$ cat config.mk
export PLATFORM = sky130hd
export DESIGN_NAME = sd_err_status
export DESIGN_NICKNAME = d
export VERILOG_FILES = /design/src/rtl/sd_err_pkg.sv /design/src/rtl/sd_cmd_err_chk.sv /design/src/rtl/sd_dat_err_chk.sv /design/src/rtl/sd_acmd_edge.sv /design/src/rtl/sd_err_status.sv
export SDC_FILE = /design/constraint.sdc
export NUM_CORES = 1
export LEC_CHECK = 0
export BUFFER_PORTS_ARGS = -buffer_cell sky130_fd_sc_hd__buf_2
export CORE_UTILIZATION = 38
export CTS_CLUSTER_SIZE = 12
export DETAILED_ROUTE_END_ITERATION = 12
export GPL_ROUTABILITY_DRIVEN = 0
export GPL_TIMING_DRIVEN = 0
export PLACE_DENSITY = 0.84
export SYNTH_ARGS = -nofsm -noshare
export SYNTH_HDL_FRONTEND = slang
export SYNTH_SLANG_ARGS = --single-unit
$ cat constraint.sdc
create_clock -name clk -period 1.2 [get_ports clk]
set_input_delay 0 -clock clk [delete_from_list [all_inputs] [get_ports clk]]
set_output_delay 0 -clock clk [all_outputs]
set_load 0.03 [all_outputs]
$ cat src/rtl/sd_err_pkg.sv
package sd_err_pkg;

    localparam int STAT_W    = 16;
    localparam int B_CMD_END = 2;
    localparam int B_CMD_IDX = 3;
    localparam int B_DAT_TO  = 4;
    localparam int B_DAT_CRC = 5;
    localparam int B_DAT_END = 6;
    localparam int B_CUR_LIM = 7;
    localparam int B_ACMD    = 8;

    // One flag per implemented error source, raised for one cycle.
    typedef struct packed {
        logic acmd;
        logic dat_end;
        logic dat_crc;
        logic dat_to;
        logic cmd_idx;
        logic cmd_end;
    } err_set_t;

    // Bits that can hold a value; the current-limit bit is never set.
    function automatic logic [STAT_W-1:0] impl_mask();
        logic [STAT_W-1:0] m;
        m = '0;
        m[B_CMD_END] = 1'b1;
        m[B_CMD_IDX] = 1'b1;
        m[B_DAT_TO]  = 1'b1;
        m[B_DAT_CRC] = 1'b1;
        m[B_DAT_END] = 1'b1;
        m[B_ACMD]    = 1'b1;
        return m;
    endfunction

    // Puts the set flags at their positions in the status word.
    function automatic logic [STAT_W-1:0] place(input err_set_t s);
        logic [STAT_W-1:0] v;
        v = '0;
        v[B_CMD_END] = s.cmd_end;
        v[B_CMD_IDX] = s.cmd_idx;
        v[B_DAT_TO]  = s.dat_to;
        v[B_DAT_CRC] = s.dat_crc;
        v[B_DAT_END] = s.dat_end;
        v[B_ACMD]    = s.acmd;
        return v;
    endfunction

endpackage

$ cat src/rtl/sd_cmd_err_chk.sv
module sd_cmd_err_chk #(
    parameter int IDX_W = 6
) (
    input  logic             rsp_valid,
    input  logic             rsp_end_bit,
    input  logic [IDX_W-1:0] rsp_idx,
    input  logic [IDX_W-1:0] exp_idx,
    output logic             set_end,
    output logic             set_idx
);

    always_comb begin
        set_end = rsp_valid && !rsp_end_bit;
        set_idx = rsp_valid && (rsp_idx != exp_idx);
    end

endmodule

$ cat src/rtl/sd_dat_err_chk.sv
module sd_dat_err_chk #(
    parameter int                 TOKEN_W  = 3,
    parameter logic [TOKEN_W-1:0] TOKEN_OK = 3'b010,
    parameter int                 TO_N     = 4
) (
    input  logic               rd_valid,
    input  logic               rd_crc_ok,
    input  logic               rd_end_bit,
    input  logic               wcrc_valid,
    input  logic [TOKEN_W-1:0] wcrc_token,
    input  logic               wcrc_end_bit,
    input  logic [TO_N-1:0]    to_evt,
    output logic               set_end,
    output logic               set_crc,
    output logic               set_to
);

    logic [TO_N:0] to_chain;

    // OR of the timeout sources, built as a chain so TO_N may change freely.
    assign to_chain[0] = 1'b0;
    for (genvar i = 0; i < TO_N; i++) begin : g_to
        assign to_chain[i+1] = to_chain[i] | to_evt[i];
    end

    always_comb begin
        set_end = (rd_valid && !rd_end_bit) || (wcrc_valid && !wcrc_end_bit);
        set_crc = (rd_valid && !rd_crc_ok) || (wcrc_valid && (wcrc_token != TOKEN_OK));
        set_to  = to_chain[TO_N];
    end

endmodule

$ cat src/rtl/sd_acmd_edge.sv
module sd_acmd_edge #(
    parameter int ACMD_W = 5
) (
    input  logic              clk,
    input  logic              rst_n,
    input  logic [ACMD_W-1:0] acmd_err,
    input  logic              acmd12_skip,
    output logic              set_acmd
);

    typedef struct packed {
        logic [ACMD_W-1:0] prev;
    } edge_st_t;

    edge_st_t st_d, st_q;
    logic [ACMD_W-1:0] rise;

    always_comb begin
        st_d.prev = acmd_err;
        rise      = acmd_err & ~st_q.prev;
        set_acmd  = (|rise) || acmd12_skip;
    end

    always_ff @(posedge clk) begin
        if (!rst_n) begin
            st_q <= '0;
        end else begin
            st_q <= st_d;
        end
    end

endmodule

$ cat src/rtl/sd_err_status.sv
module sd_err_status
    import sd_err_pkg::*;
#(
    parameter int                 IDX_W    = 6,
    parameter int                 ACMD_W   = 5,
    parameter int                 TOKEN_W  = 3,
    parameter logic [TOKEN_W-1:0] TOKEN_OK = 3'b010,
    parameter int                 TO_N     = 4
) (
    input  logic               clk,
    input  logic               rst_n,
    input  logic               rsp_valid,
    input  logic               rsp_end_bit,
    input  logic [IDX_W-1:0]   rsp_idx,
    input  logic [IDX_W-1:0]   exp_idx,
    input  logic               rd_valid,
    input  logic               rd_crc_ok,
    input  logic               rd_end_bit,
    input  logic               wcrc_valid,
    input  logic [TOKEN_W-1:0] wcrc_token,
    input  logic               wcrc_end_bit,
    input  logic [TO_N-1:0]    to_evt,
    input  logic [ACMD_W-1:0]  acmd_err,
    input  logic               acmd12_skip,
    input  logic               reg_wr_en,
    input  logic               reg_wr_sel,
    input  logic [STAT_W-1:0]  reg_wr_data,
    output logic [STAT_W-1:0]  status,
    output logic               err_irq
);

    localparam logic [STAT_W-1:0] IMPL = impl_mask();

    typedef struct packed {
        logic [STAT_W-1:0] stat;
        logic [STAT_W-1:0] en;
    } reg_st_t;

    reg_st_t  st_d, st_q;
    err_set_t set_ev;
    logic [STAT_W-1:0] set_vec, clr_vec;

    sd_cmd_err_chk #(.IDX_W(IDX_W)) u_cmd (
        .rsp_valid   (rsp_valid),
        .rsp_end_bit (rsp_end_bit),
        .rsp_idx     (rsp_idx),
        .exp_idx     (exp_idx),
        .set_end     (set_ev.cmd_end),
        .set_idx     (set_ev.cmd_idx)
    );

    sd_dat_err_chk #(
        .TOKEN_W  (TOKEN_W),
        .TOKEN_OK (TOKEN_OK),
        .TO_N     (TO_N)
    ) u_dat (
        .rd_valid     (rd_valid),
        .rd_crc_ok    (rd_crc_ok),
        .rd_end_bit   (rd_end_bit),
        .wcrc_valid   (wcrc_valid),
        .wcrc_token   (wcrc_token),
        .wcrc_end_bit (wcrc_end_bit),
        .to_evt       (to_evt),
        .set_end      (set_ev.dat_end),
        .set_crc      (set_ev.dat_crc),
        .set_to       (set_ev.dat_to)
    );

    sd_acmd_edge #(.ACMD_W(ACMD_W)) u_acmd (
        .clk         (clk),
        .rst_n       (rst_n),
        .acmd_err    (acmd_err),
        .acmd12_skip (acmd12_skip),
        .set_acmd    (set_ev.acmd)
    );

    always_comb begin
        set_vec = place(set_ev);
        clr_vec = (reg_wr_en && !reg_wr_sel) ? reg_wr_data : '0;
        st_d    = st_q;
        // A hardware set has priority over a clear in the same cycle.
        st_d.stat = ((st_q.stat & ~clr_vec) | set_vec) & IMPL;
        if (reg_wr_en && reg_wr_sel) begin
            st_d.en = reg_wr_data & IMPL;
        end
    end

    always_ff @(posedge clk) begin
        if (!rst_n) begin
            st_q <= '0;
        end else begin
            st_q <= st_d;
        end
    end

    assign status  = st_q.stat;
    assign err_irq = |(st_q.stat & st_q.en);

endmodule

==> impl_metrics.csv, run 1 <==
group,metric,value,unit
synth,ys_warn_count,0,
die,die_height,50.4,um
sta,setup_violations,0,
routing,drtIter0Drc,6,
die,start_util,0.402,
synth,netlist_area,888,um^2
synth,synth-compound-area-share,0.194,
sta,min_period,1140,ps
power,pwr-share-clk,0.243,
synth,syn_avg_cell_area,8.71,um^2
global_route,first_global_vias,927,
sta,fmax,877,MHz
clock_network,cts_buffer_depth,2,
setup_path,worstPathMaxFanout,4,
die,row_count,17,
place,dp_hpwl,1640,um
die,num_io_pins,69,
routing,firstDrtPassIters,2,
final_layout,syn_to_final_growth,54.1,%
routing,wl,2120,um
power,p_sw,382,uW
final_layout,layout-drive-gt1-share,0.381,
routing,viasPerCell,4.49,
clock_network,clk_latency,300,ps
power,leakage,0.000673,uW
power,peakVddDrop,673,uV
synth,synth-xor-area-share,0.0592,
global_route,gr-total-overflow,0,
clock_network,postCtsSetupRepairBufs,0,
setup_path,path_class,"flop to output port",
synth,syn_inst,102,
sta,rsz0062_at_grt,"no",
die,die-area,2540,um^2
clock_network,cts_tree,"done",
clock_network,clk_pin_slew_worst_paths,110,ps
sta,final.setup.worst_slack,59.8,ps
status,violations,"negative hold slack",
global_route,grt_max_degree,11,
setup_path,crit_path_start_kind,"flop",
sta,period_share,0.950,
routing,wl_per_cell,10.4,um
setup_path,crit_required,1200,ps
synth,synth-seq-area-share,0.383,
synth,synthDistinctLibCells,28,
global_route,grt_antenna_before_repair,0,
clock_network,cts.sink_count,17,
place,io_buffers,45,
power,power.internal,909,uW
die,fp.dieW,50.4,um
power,p_sw_frac,0.296,
synth,yosysTopAreaCellShare,0.383,
sta,tns,0,ps
clock_network,cts_made_buffers,3,
sta,holdWs,-7.99,ps
sta,hold_violations,1,
synth,synth-simple-area-share,0.185,
power,p_seq_frac,0.476,
global_route,grt_first_pass_wirelength,3430,um
power,powerDensity,943,nW/um^2
clock_network,root_buffer,"clkbuf_4",
setup_path,crit_arrival,1140,ps
synth,synth_top_family_by_area,"compound AO/OA/AOI/OAI gates",
place,preCtsSetupSlack,248,ps
hold_path,hold_class,"primary input to flop",
run,timing.max_cap.violations,0,
clock_network,htreeDepth,1,
setup_path,end_kind,"output port",
synth,ys_ff_latch,17,
sta,fin_worst_skew,15.4,ps
final_layout,nets,229,
synth,yosys.area.top_type,"dfxtp_1",
synth,synth_mux_area_frac,0,
routing,vias,916,
final_layout,diodes,0,
synth,yosys.area_share.adder,0,
status,status,"finished, violations left",
synth,synth_area_leaders,"dfxtp_1 38%, buf_4 14%, xor2_1 5.9%",
routing,drc,0,
power,combPwrFrac,0.281,
die,core,2210,um^2
global_route,grt_usage,0.178,
sta,final-max-slew-violation-count,0,
routing,ant_nets,0,
final_layout,nFillCells,214,
-- cell type report --
cell class	instances	area, um^2	share of cell area
Multi-Input combinational cell	71	427	0.312
Timing Repair Buffer	61	385	0.282
Sequential cell	17	340	0.249
Buffer	19	140	0.102
Tap cell	28	35.0	0.0256
Clock buffer	4	26.3	0.0192
Inverter	4	15.0	0.0110
-- cells in the final DEF, fill, tap and decap left out, drive strengths merged --
master and instances:
nand3 7, or4 1, a21oi 8, nand2b 3, inv 4, dlygate4sd3 16, o2111ai 1, nand3b 1
conb 10, a211oi 2, clkbuf 5, o22ai 1, nor2 3, nand2 7, o41a 1, and2 4
o31a 1, dfxtp 17, a21boi 5, nor2b 3, a22oi 3, buf 63, o21a 3, nor4 1
xor2 6
-- cell families after synthesis --
group	count (synthesis)
xor gates and xnor gates	6
buffers and inverters	23
and+or+nand+nor	30
AOI/OAI and AO/OA	25
other	1
DFF	17
-- final timing paths --
| check | end | cells after the start | startpoint | slack [ps] |
|---|---|---|---|---|
| max | err_irq | 3 | status[3]$_SDFF_PN0_ | 60 |
| min | status[4]$_SDFF_PN0_ | 3 | to_evt[3] | -8 |
| max reg2reg | status[8]$_SDFF_PN0_ | 2 | status[8]$_SDFF_PN0_ | 230 |
| min reg2reg | st_q[4]$_SDFFE_PN0P_ | 2 | st_q[4]$_SDFFE_PN0P_ | 460 |
-- routing by layer --
metal	up-vias	global-route usage	wire length [um]
li1	468	-	-
met1	419	0.172	813
met2	26	0.349	1200
met3	3	0.0212	79
met4	0	0.111	29
met5	-	0	0
-- state kept, by name, summed over array words and instances, names as in the netlist --
signal,cells
st_q,6
status,6
u_acmd.st_q,5
-- what timing repair did --
action,in CTS,in global routing
resized for setup,0,0
hold buffers,15,1
endpoints found under the hold margin,12,1
-- synth_stat cells --
cell type,n
nand3_1,7
nand2b_1,3
nand3b_1,1
buf_6,1
o21a_1,3
a21boi_1,1
a211oi_1,2
and2_1,4
nor4_1,1
o31a_1,1
buf_2,1
o2111ai_1,1
clkbuf_1,1
inv_1,4
o41a_1,1
nor2b_4,1
dfxtp_1,17
nor2b_1,2
a22oi_1,3
a21boi_0,4
conb_1,1
buf_4,16
xor2_1,6
nand2_1,7
o22ai_1,1
nor2_1,3
or4_1,1
a21oi_1,8
-- per-stage QoR --
stage | cells | util | hold WS [ps] | cell area (um^2) | total power [uW]
5_1_grt | 204 | 0.619 | 4.56 | 1370 | 1340
4_1_cts | 203 | 0.614 | 0.0334 | 1360 | 1280
3_5_place_dp | 184 | 0.535 | 224 | 1180 | 952
3_3_place_gp | 184 | 0.535 | 212 | 1180 | 940
6_report | 204 | 0.619 | -7.99 | 1370 | 1290
2_1_floorplan | 111 | - | 122 | 922 | 843
-- critical path, stage by stage (launching register included) --
cell and delay, ps:
dfxtp_1 360, a22oi_1 190, nand3_1 100, buf_2 190
-- power by group through the flow --
stage	clock [uW]	combinational, uW	sequential [uW]
2_1_floorplan	0	221	623
3_3_place_gp	0	313	627
3_5_place_dp	0	324	628
4_1_cts	308	359	615
5_1_grt	333	392	619
6_report	314	362	615
(Power assumes the default switching activity.)
==> run 2: changes to the inputs <==
Settings changed: CORE_UTILIZATION 38 to 40, PLACE_DENSITY 0.84 to 0.86, SYNTH_HIERARCHICAL from default to 1.
==> run 2 against run 1 <==
Net effect: the flow finishes with violations (negative hold slack, negative setup slack); flip-flop and latch count stayed put; register-to-register slack worse by 330 ps; sequential share of layout area down 1.1 points; setup slack got worse by 160 ps; clock skew shrank 5.5 ps; critical endpoint is now status[8]$_SDFF_PN0_; largest cell class unchanged; highest routed layer unchanged.
==> impl_metrics.csv, run 2 <==
group,metric,value,unit
global_route,grt_usage,0.188,
setup_path,worstPathMaxFanout,2,
die,num_io_pins,69,
synth,synth_most_common_cell,"dfxtp_1",
synth,syn_inst,105,
setup_path,critical_path.endpoint,"status[8]$_SDFF_PN0_",
final_layout,layout_commonest_cell,"buf_2",
place,io_buffers,48,
routing,vias,985,
synth,netlist_area,967,um^2
global_route,grt_antenna_before_repair,0,
synth,yosysTopAreaCellShare,0.352,
die,row_count,17,
sta,fin_worst_skew,9.88,ps
die,core,2250,um^2
synth,yosys.area.top_type,"dfxtp_1",
power,powerDensity,910,nW/um^2
setup_path,crit_start,"u_acmd/st_q[3]$_SDFF_PN0_",
setup_path,path_class,"flop to flop",
sta,final.setup.worst_slack,-105,ps
setup_path,crit_arrival,1480,ps
die,die-area,2620,um^2
die,start_util,0.429,
final_layout,syn_to_final_growth,49.4,%
setup_path,r2r-end,"status[8]$_SDFF_PN0_",
global_route,grt_first_pass_wirelength,3550,um
routing,drc,0,
clock_network,cts_made_buffers,3,
synth,syn_avg_cell_area,9.21,um^2
final_layout,layout-drive-gt1-share,0.458,
place,preCtsSetupSlack,-102,ps
synth,synthDistinctLibCells,26,
synth,ys.flop_type,"dfxtp_1",
place,dp_hpwl,1700,um
status,violations,"negative hold slack, negative setup slack",
final_layout,nets,232,
sta,final-max-slew-violation-count,0,
routing,firstDrtPassIters,4,
sta,period_share,1.09,
global_route,first_global_vias,884,
sta,min_period,1300,ps
setup_path,crit_required,1380,ps
sta,setup_violations,1,
final_layout,layoutNonFillerInstCount,207,
setup_path,r2r_start,"u_acmd/st_q[3]$_SDFF_PN0_",
routing,viasPerCell,4.76,
clock_network,cts.sink_count,17,
synth,yosys-top-cells-count,"17 x dfxtp_1, 16 x buf_4, 11 x inv_1",
die,die_height,51.2,um
power,finalPower,1310,uW
setup_path,crit_path_start_kind,"flop",
clock_network,clk_latency,290,ps
clock_network,htreeDepth,1,
final_layout,nFillCells,203,
final_layout,diodes,0,
setup_path,reg2reg_slack,-100,ps
sta,hold_violations,1,
routing,drtIter0Drc,19,
clock_network,postCtsSetupRepairBufs,0,
clock_network,cts_tree,"done",
synth,synth_area_leaders,"dfxtp_1 35%, buf_4 12%, a21boi_0 4.7%",
status,status,"finished, violations left",
global_route,grt_max_degree,11,
synth,synth-seq-area-share,0.352,
setup_path,end_kind,"flop",
synth,ys_warn_count,6,
clock_network,clk_pin_slew_worst_paths,110,ps
final_layout,final_cell_mix,"49 x buf_2, 16 x buf_4, 15 x dfxtp_1",
die,fp.dieW,51.2,um
sta,rsz0062_at_grt,"yes",
sta,holdWs,-3.85,ps
setup_path,r2r_cells,5,
sta,fmax,766,MHz
run,timing.max_cap.violations,0,
routing,ant_nets,0,
synth,ys_ff_latch,17,
clock_network,cts_buffer_depth,2,
synth,async_flop_share,0,
global_route,gr-total-overflow,0,
routing,wl,2530,um
place,dp.cells,190,
power,peakVddDrop,579,uV
routing,wl_per_cell,12.2,um
power,leakage,0.000747,uW
synth,synth_edf_count,0,
hold_path,hold_class,"primary input to flop",
clock_network,root_buffer,"clkbuf_4",
## run 2: how the worst min path moves through the flow
stage / start / end / slack, ps / cells past startpoint
final: rst_n / u_acmd/st_q[0]$_SDFF_PN0_ / -4 / 2
after floorplan: reg_wr_data[3] / status[3]$_SDFF_PN0_ / 100 / 1
after CTS: rst_n / u_acmd/st_q[0]$_SDFF_PN0_ / 3 / 2
after global routing: rst_n / u_acmd/st_q[0]$_SDFF_PN0_ / 9 / 2
after global placement: reg_wr_data[4] / status[4]$_SDFF_PN0_ / 190 / 2
after detailed placement: reg_wr_data[4] / status[4]$_SDFF_PN0_ / 200 / 2
## run 2: cell type report
type	count	area (um^2)	share of cell area
flip-flops and latches	17	343	0.237
multi-input cells	67	480	0.332
plain buffers	19	148	0.102
repair buffers	61	370	0.256
clock inverters	1	5.00	0.00346
clock buffers	3	22.5	0.0156
inverters	11	41.3	0.0286
well taps	28	35.0	0.0242
## run 2: through the flow
stage	setup TNS [ps]	area (um^2)	utilization
2_1_floorplan	0	1000	-
3_3_place_gp	0	1280	0.566
3_5_place_dp	-102	1280	0.566
4_1_cts	-8.67	1430	0.633
5_1_grt	-123	1450	0.641
6_report	-105	1450	0.641
## run 2: kinds of logic (layout without fill, tap and decap cells)
family | Yosys count | in the layout | share of synthesized area
xor gates and xnor gates | 6 | 6 | 0.0543
buffers and inverters | 30 | 95 | 0.195
DFF | 17 | 17 | 0.352
AOI/OAI and AO/OA | 32 | 32 | 0.252
other | 1 | 10 | 0.00388
and+or+nand+nor | 19 | 19 | 0.142
## run 2: repair_timing
action / in CTS / in global routing
hold buffers: 12 / 1
gates resized for setup: 4 / 2
setup endpoints to repair: 1 / 2
hold endpoints to repair: 11 / 1
pin swaps: 2 / 1
## run 2: report_power, final
group | total, uW | internal, uW | leakage (uW) | switching [uW]
registers | 624 | 598 | 0.000142 | 25.8
logic | 388 | 195 | 0.000588 | 193
clock network | 302 | 124 | 0.0000177 | 179
total | 1310 | 917 | 0.000747 | 398
## run 2: worst max-delay path, stage by stage, from the launching register on
cell and delay (ps):
dfxtp_2 360, nor2b_4 50, a2111oi_4 320, o221ai_2 210, o21ai_2 190, a31oi_1 60
## run 2: layer usage
metal | routed length (um) | track usage | up-vias
li1 | - | - | 483
met5 | 0 | 0 | -
met4 | 107 | 0.120 | 0
met3 | 161 | 0.0387 | 8
met1 | 925 | 0.205 | 437
met2 | 1340 | 0.325 | 57
